`config.mk`:
```
export PLATFORM = sky130hd
export DESIGN_NAME = glyph_expander
export DESIGN_NICKNAME = d
export VERILOG_FILES = /design/src/rtl/glyph_pkg.sv /design/src/rtl/glyph_corner.sv /design/src/rtl/glyph_shade.sv /design/src/rtl/glyph_dirty.sv /design/src/rtl/glyph_expander.sv
export SDC_FILE = /design/constraint.sdc
export NUM_CORES = 1
export LEC_CHECK = 0
export CORE_ASPECT_RATIO = 1.25
export CORE_MARGIN = 2
export CORE_UTILIZATION = 60
export CTS_CLUSTER_DIAMETER = 80
export DETAILED_ROUTE_END_ITERATION = 7
export GPL_TIMING_DRIVEN = 0
export PLACE_DENSITY = 0.9
export SYNTH_ARGS = -nofsm -noshare
export SYNTH_HDL_FRONTEND = slang
export SYNTH_SLANG_ARGS = --single-unit
```
`constraint.sdc`:
```
create_clock -name clk -period 8.4 [get_ports clk]
set_input_delay 1.68 -clock clk [delete_from_list [all_inputs] [get_ports clk]]
set_output_delay 1.68 -clock clk [all_outputs]
set_load 0.02 [all_outputs]
```
`src/rtl/glyph_pkg.sv`:
```
package glyph_pkg;
  // Coordinate field geometry inside a corner word
  localparam int XW      = 11;
  localparam int YW      = 10;
  localparam int X_LSB   = 19;
  localparam int Y_LSB   = 3;
  localparam int Y_BIAS  = 63;

  // Command code and word positions inside the packet
  localparam logic [31:0] PUTC_CODE = 32'h0000_0A21;
  localparam int W_CMD     = 0;
  localparam int W_CORNER1 = 13;
  localparam int W_CORNER2 = 14;
  localparam int W_FGCOL   = 16;
  localparam int W_BGCOL   = 29;

  // Bitmap words: first run of pairs, then a second run
  localparam int BMP_BASE_A  = 4;
  localparam int BMP_PAIRS_A = 8;
  localparam int BMP_BASE_B  = 30;

  typedef enum logic [3:0] {
    ST_IDLE, ST_CMD, ST_CRN1, ST_CRN2, ST_FGC, ST_BGC, ST_ROW, ST_PIX, ST_FIN
  } gx_state_e;
endpackage

```
`src/rtl/glyph_corner.sv`:
```
module glyph_corner import glyph_pkg::*; #(
  parameter int SCR_W = 1280,
  parameter int SCR_H = 1024
) (
  input  logic [31:0]   word,
  output logic [XW-1:0] pos_x,
  output logic [YW-1:0] pos_y
);
  logic [XW-1:0] xf;
  logic [YW-1:0] yf;
  logic [31:0]   unbiased;

  always_comb begin
    unbiased = word - 32'(Y_BIAS);
    xf = word[X_LSB +: XW];
    yf = unbiased[Y_LSB +: YW];
    // a field is below twice the screen size, one subtraction suffices
    pos_x = (32'(xf) >= 32'(SCR_W)) ? XW'(32'(xf) - 32'(SCR_W)) : xf;
    pos_y = (32'(yf) >= 32'(SCR_H)) ? YW'(32'(yf) - 32'(SCR_H)) : yf;
  end
endmodule

```
`src/rtl/glyph_shade.sv`:
```
module glyph_shade (
  input  logic        mode24,
  input  logic [31:0] colour,
  output logic [23:0] pixel
);
  logic [7:0] grey;

  always_comb begin
    unique case (colour[23:16])
      8'd0:    grey = 8'd0;
      8'd7:    grey = 8'd192;
      default: grey = 8'd255;
    endcase
    pixel = mode24 ? {grey, grey, grey} : {16'h0, colour[7:0]};
  end
endmodule

```
`src/rtl/glyph_dirty.sv`:
```
module glyph_dirty import glyph_pkg::*; (
  input  logic          clk,
  input  logic          rst_n,
  input  logic          x_en,
  input  logic [XW-1:0] x_a,
  input  logic [XW-1:0] x_b,
  input  logic          y_en,
  input  logic [YW-1:0] y_v,
  output logic [XW-1:0] x_lo,
  output logic [XW-1:0] x_hi,
  output logic [YW-1:0] y_lo,
  output logic [YW-1:0] y_hi
);
  logic [XW-1:0] x_lo_d, x_hi_d;
  logic [YW-1:0] y_lo_d, y_hi_d;

  always_comb begin
    x_lo_d = x_lo;
    x_hi_d = x_hi;
    y_lo_d = y_lo;
    y_hi_d = y_hi;
    if (x_en) begin
      if (x_a < x_lo_d) x_lo_d = x_a;
      if (x_b < x_lo_d) x_lo_d = x_b;
      if (x_a > x_hi_d) x_hi_d = x_a;
      if (x_b > x_hi_d) x_hi_d = x_b;
    end
    if (y_en) begin
      if (y_v < y_lo_d) y_lo_d = y_v;
      if (y_v > y_hi_d) y_hi_d = y_v;
    end
  end

  always_ff @(posedge clk or negedge rst_n) begin
    if (!rst_n) begin
      x_lo <= '1;
      x_hi <= '0;
      y_lo <= '1;
      y_hi <= '0;
    end else begin
      if (x_en) begin
        x_lo <= x_lo_d;
        x_hi <= x_hi_d;
      end
      if (y_en) begin
        y_lo <= y_lo_d;
        y_hi <= y_hi_d;
      end
    end
  end
endmodule

```
`src/rtl/glyph_expander.sv`:
```
module glyph_expander import glyph_pkg::*; #(
  parameter int SCR_W     = 1280,
  parameter int SCR_H     = 1024,
  parameter int CELL_W    = 16,
  parameter int CELL_ROWS = 22,
  parameter int PKT_AW    = 6,
  parameter int FB_AW     = $clog2(SCR_W * SCR_H)
) (
  input  logic              clk,
  input  logic              rst_n,
  input  logic              start,
  input  logic              mode24,
  output logic              busy,
  output logic              done,
  output logic [PKT_AW-1:0] pkt_addr,
  input  logic [31:0]       pkt_data,
  output logic              fb_we,
  output logic [FB_AW-1:0]  fb_addr,
  output logic [23:0]       fb_data,
  output logic [XW-1:0]     dirty_x_lo,
  output logic [XW-1:0]     dirty_x_hi,
  output logic [YW-1:0]     dirty_y_lo,
  output logic [YW-1:0]     dirty_y_hi
);
  localparam int CNT_W = $clog2(CELL_W + 1);
  localparam int COL_W = $clog2(CELL_W);
  localparam int ROW_W = $clog2(CELL_ROWS);
  localparam logic [ROW_W-1:0] LAST_ROW = ROW_W'(CELL_ROWS - 1);

  gx_state_e          st_q, st_d;
  logic [XW-1:0]      cx_q, cx2_q;
  logic [YW-1:0]      cy_q;
  logic [31:0]        fg_q, bg_q;
  logic [ROW_W-1:0]   row_q, row_d;
  logic [COL_W-1:0]   col_q, col_d;
  logic [CNT_W-1:0]   cnt_q, cnt_d;
  logic               ld_c1, ld_c2, ld_fg, ld_bg, ld_row, ld_col;

  logic [XW-1:0]      dec_x;
  logic [YW-1:0]      dec_y;
  logic signed [XW+1:0] span;
  logic [ROW_W-2:0]   pair;
  logic [YW:0]        ysum;
  logic [YW-1:0]      yrow;
  logic [CELL_W-1:0]  half;
  logic               pix_on;
  logic [1:0][31:0]   col_src;
  logic [1:0][23:0]   col_pix;

  glyph_corner #(.SCR_W(SCR_W), .SCR_H(SCR_H)) u_corner (
    .word(pkt_data), .pos_x(dec_x), .pos_y(dec_y)
  );

  // foreground shader at index 0, background at index 1
  assign col_src[0] = fg_q;
  assign col_src[1] = bg_q;
  for (genvar k = 0; k < 2; k++) begin : g_shade
    glyph_shade u_shade (.mode24(mode24), .colour(col_src[k]), .pixel(col_pix[k]));
  end

  // Geometry shared by address and dirty logic
  always_comb begin
    span = $signed({2'b00, dec_x}) - $signed({2'b00, cx_q});
    pair = row_q[ROW_W-1:1];
    ysum = {1'b0, cy_q} + (YW+1)'(row_q);
    yrow = (ysum >= (YW+1)'(SCR_H)) ? YW'(ysum - (YW+1)'(SCR_H)) : YW'(ysum);
    half = row_q[0] ? pkt_data[2*CELL_W-1:CELL_W] : pkt_data[CELL_W-1:0];
    pix_on = half[col_q];
  end

  // Next-state logic
  always_comb begin
    st_d   = st_q;
    row_d  = row_q;
    col_d  = col_q;
    cnt_d  = cnt_q;
    ld_c1  = 1'b0;
    ld_c2  = 1'b0;
    ld_fg  = 1'b0;
    ld_bg  = 1'b0;
    ld_row = 1'b0;
    ld_col = 1'b0;
    pkt_addr = '0;
    unique case (st_q)
      ST_IDLE: if (start) st_d = ST_CMD;
      ST_CMD: begin
        pkt_addr = PKT_AW'(W_CMD);
        st_d = (pkt_data == PUTC_CODE) ? ST_CRN1 : ST_FIN;
      end
      ST_CRN1: begin
        pkt_addr = PKT_AW'(W_CORNER1);
        ld_c1 = 1'b1;
        st_d = ST_CRN2;
      end
      ST_CRN2: begin
        pkt_addr = PKT_AW'(W_CORNER2);
        ld_c2 = 1'b1;
        if (span <= 0)                                cnt_d = '0;
        else if (span > $signed((XW+2)'(CELL_W)))     cnt_d = CNT_W'(CELL_W);
        else                                          cnt_d = CNT_W'(span);
        st_d = ST_FGC;
      end
      ST_FGC: begin
        pkt_addr = PKT_AW'(W_FGCOL);
        ld_fg = 1'b1;
        st_d = ST_BGC;
      end
      ST_BGC: begin
        pkt_addr = PKT_AW'(W_BGCOL);
        ld_bg  = 1'b1;
        ld_row = 1'b1;
        row_d  = '0;
        st_d   = ST_ROW;
      end
      ST_ROW, ST_PIX: begin
        pkt_addr = (32'(pair) < BMP_PAIRS_A) ?
                   PKT_AW'(BMP_BASE_A + 32'(pair)) :
                   PKT_AW'(BMP_BASE_B + 32'(pair) - BMP_PAIRS_A);
        if (st_q == ST_ROW) begin
          ld_col = 1'b1;
          col_d  = '0;
          if (cnt_q != '0) st_d = ST_PIX;
          else if (row_q == LAST_ROW) st_d = ST_FIN;
          else begin
            ld_row = 1'b1;
            row_d  = row_q + 1'b1;
          end
        end else begin
          ld_col = 1'b1;
          col_d  = col_q + 1'b1;
          if (col_q == COL_W'(cnt_q - CNT_W'(1))) begin
            if (row_q == LAST_ROW) st_d = ST_FIN;
            else begin
              ld_row = 1'b1;
              row_d  = row_q + 1'b1;
              st_d   = ST_ROW;
            end
          end
        end
      end
      ST_FIN:  st_d = ST_IDLE;
      default: st_d = ST_IDLE;
    endcase
  end

  // Register process
  always_ff @(posedge clk or negedge rst_n) begin
    if (!rst_n) begin
      st_q  <= ST_IDLE;
      cx_q  <= '0;
      cy_q  <= '0;
      cx2_q <= '0;
      fg_q  <= '0;
      bg_q  <= '0;
      row_q <= '0;
      col_q <= '0;
      cnt_q <= '0;
    end else begin
      st_q <= st_d;
      if (ld_c1) begin
        cx_q <= dec_x;
        cy_q <= dec_y;
      end
      if (ld_c2) begin
        cx2_q <= dec_x;
        cnt_q <= cnt_d;
      end
      if (ld_fg)  fg_q  <= pkt_data;
      if (ld_bg)  bg_q  <= pkt_data;
      if (ld_row) row_q <= row_d;
      if (ld_col) col_q <= col_d;
    end
  end

  glyph_dirty u_dirty (
    .clk(clk), .rst_n(rst_n),
    .x_en(st_q == ST_FGC), .x_a(cx_q), .x_b(cx2_q),
    .y_en(st_q == ST_ROW), .y_v(yrow),
    .x_lo(dirty_x_lo), .x_hi(dirty_x_hi),
    .y_lo(dirty_y_lo), .y_hi(dirty_y_hi)
  );

  assign busy    = (st_q != ST_IDLE) && (st_q != ST_FIN);
  assign done    = (st_q == ST_FIN);
  assign fb_we   = (st_q == ST_PIX);
  assign fb_addr = FB_AW'(yrow) * FB_AW'(SCR_W) + FB_AW'(cx_q) + FB_AW'(col_q);
  assign fb_data = pix_on ? col_pix[0] : col_pix[1];
endmodule

```
==> results by group <==
Status
  • Outcome: finished, final reports clean

Worst hold path
  • Hold WC Path Type: register to register
  • Hold_sp: fg_q[6]

Clocking
  • Worst-Skew Late Latency: 0.43 ns
  • Hold buffers post-CTS: 0
  • Worst-path clk slew: 0.06 ns
  • Setup bufs post-CTS: 0
  • H-tree Lvls: 4
  • # resized after CTS: 0
  • Clk sink count: 124
  • TritonCTS buffer count: 17
  • CTS Buffer Depth: 2
  • CTS tree: yes
  • Root Buffer: clkbuf_16

Yosys
  • Library cells used by synthesis: 75
  • Post-Synthesis Cells: 1124
  • Yosys reg bits: 124
  • Syn_nets: 1271
  • Synth Area in Compound Gates: 17.4%
  • Post-synthesis mux area share: 8.37%
  • Adder-cell share of the synthesized area: 14.4%
  • Post-synth EDFFs: 0
  • Main combinational cell family by area after synthesis: simple AND/OR/NAND/NOR gates
  • Simple-gate area share of the yosys netlist: 17.6%
  • Yosys warns: 0
  • XOR/XNOR Fraction of Synth Area: 4.24%
  • Sequential fraction of the synthesis area: 31.6%
  • Post-Syn Area: 0.00991 mm2
  • Post-synth top flop: dfrtp_1
  • Post-synth top area share: 26.0%
  • Synth area leader: dfrtp_1
  • Ranking of synthesized cells by area: dfrtp_1 26%, ha_1 14%, dfstp_2 5.6%
  • Post-synth ARST share: 100%
  • Syn_area_per_cell: 8.81 um2

STA
  • Clock Skews: 0.0106 ns
  • Fin Setup TNS: 0 ns
  • Final worst-path cycle share: 91.6%
  • Final hold vios: 0
  • Fin. max-slew vios: 0
  • Unrepaired setup endpoints after global routing: no
  • Relative slew margins: 36.2%
  • Final setup viols: 0
  • Crit path time final: 7.69 ns
  • Least-Margin Pin Slew: 0.951 ns
  • Final worst setup slack: 0.710 ns
  • Max Clock Freq: 130 MHz

Placed design
  • DP Wirelength: 21500 um
  • DP Cell Count: 1470
  • Port bufs: 129
  • Pre-CTS setup slack: 1.40 ns
  • GPL Wtd Cong: 0.947

Drt
  • Initial DRC Count: 950
  • 1st-pass router iterations: 6
  • Final ANT Viol Nets: 0
  • DR vias/cell: 6.40
  • DRC: 0
  • Total number of vias: 9605
  • Mean routed wirelength per cell: 19.5 um
  • Routed WL: 29300 um

Setup path
  • CP Cell Sequence: ha_1, inv_1, fa_1, nor2b_1, o21a_1, o21ai_0, nand2b_1, nand2_1, xnor2_1, ha_1, ha_1, nand2_1, o21a_1, o311ai_0, nand2_1, nor4_1, xor2_1, o21ai_0, clkdlybuf4s50_1
  • Critical R2R Launch: cx_q[2]
  • Critical path origin: row_q[0]
  • Crit path DAT: 6.01 ns
  • Worst-path maximum fanout: 6
  • Crit Path Class: register to primary output
  • Startpoint types: register
  • Critical Path End Type: primary output
  • CP max stage cell: o311ai_0
  • Worst path max stage delay: 0.76 ns
  • Crit path required time: 6.72 ns

Die
  • Die width: 119 um
  • # IOs: 132
  • Full die area: 0.0176 mm2
  • Starting Density: 61.2%
  • Core area: 0.0162 mm2
  • Die height: 148 um
  • # rows: 52

Global route
  • GR Util met2: 54.9%
  • Total Routing Usage GR: 33.1%
  • Initial antenna violation count: 0
  • Most Used Layer, Global Route: met2
  • Met1 Usage GRT: 39.5%
  • GR Overflow Total: 0
  • Global-route wire length before repair: 46500 um
  • Vias in the first global route: 9410
  • GR Util met3: 6.67%
  • Largest net degree at the start of global routing: 102

Run
  • Max-cap violation count: 0

Finish
  • Commonest non-fill, non-tap cell in the layout: nand2_1
  • Area grow syn2layout: 22.0%
  • Most frequent cells in the layout: 133 x nand2_1, 128 x clkdlybuf4s50_1, 107 x ha_1
  • Finished Core Util: 74.6%
  • N_diodes: 0
  • Share of cells above drive strength 1: 9.73%
  • Non-filler instance count after layout: 1501
  • # nets final: 1420
-- flip-flops by register name, summed over array words and instances (netlist names) --
register      flops
u_dirty.y_hi     10
u_dirty.x_hi     11
st_q              4
row_q             5
col_q             4
fg_q             16
cnt_q             5
cx_q             11
u_dirty.y_lo     10
cy_q             10
cx2_q            11
bg_q             16
u_dirty.x_lo     11
-- logic make-up (layout without fill, tap and decap cells) --
logic type	after synthesis	in the layout
buffers and inverters	149	310
AOI/OAI and AO/OA	263	263
muxes	66	66
and+or+nand+nor	362	362
DFF	124	124
xor gates and xnor gates	48	48
adders and majority gates	112	112
-- stage by stage --
| stage | cell area [um2] | hold slack, ns |
|---|---|---|
| after global placement | 11500 | 0.462 |
| after global routing | 12100 | 0.509 |
| after CTS | 12100 | 0.483 |
| after floorplan | 9910 | 0.446 |
| final | 12100 | 0.481 |
| after detailed placement | 11500 | 0.468 |
-- cells in the mapped netlist, drive strengths merged (7+ instances only) --
master    n
mux4     10
mux2     32
o21a      9
buf      21
and2      7
nor2     75
nand3    36
o311a     8
mux2i    24
xor2     16
o211ai    7
nand2   134
nand2b   19
a21boi   11
nand4    16
clkbuf   37
a21o     20
dfrtp   103
dfstp    21
nor3b     9
nor3     11
o21ai    82
o311ai   12
ha      107
or3       7
xnor2    32
a21oi    62
inv      91
nor4     16
nor2b    10
-- layer usage --
| layer | wire (um) | vias up |
|---|---|---|
| met4 | 2000 | 0 |
| met2 | 14000 | 559 |
| met1 | 10700 | 4547 |
| met3 | 2550 | 187 |
| met5 | 0 | - |
| li1 | - | 4312 |
-- worst paths after layout --
| check | end | slack [ns] | depth (start not counted) |
|---|---|---|---|
| worst max-delay path | fb_addr[20] | 0.71 | 19 |
| worst min-delay path | fg_q[6] | 0.48 | 2 |
| worst max register to register | u_dirty.x_hi[1] | 3.32 | 17 |
| worst min register to register | fg_q[6] | 0.48 | 2 |
| max in group asynchronous | u_dirty.y_lo[8] | 6.52 | 2 |
| min in group asynchronous | u_dirty.x_hi[5] | 1.11 | 1 |
-- critical path, delay by kind of cell, from the launching register on --
| kind | cells | cell delay, ns |
|---|---|---|
| AOI/OAI and AO/OA | 5 | 1.35 |
| xor gates and xnor gates | 2 | 0.74 |
| adders and majority gates | 4 | 1.37 |
| buffers and inverters | 2 | 0.70 |
| DFF | 1 | 0.46 |
| and+or+nand+nor | 6 | 0.94 |
-- layout make-up --
cell class | count | area (um2)
sequential | 124 | 3130
timing repair buffer | 130 | 1320
clock buffer | 17 | 425
fill | 1071 | 4120
multi-input combinational | 851 | 6150
clock inverter | 14 | 161
buffer | 58 | 287
inverter | 91 | 342
tap | 216 | 270
Power is left out: the tool's default activity adds up to more than one toggle a clock period on the data nets, which glitch-free logic cannot reach.
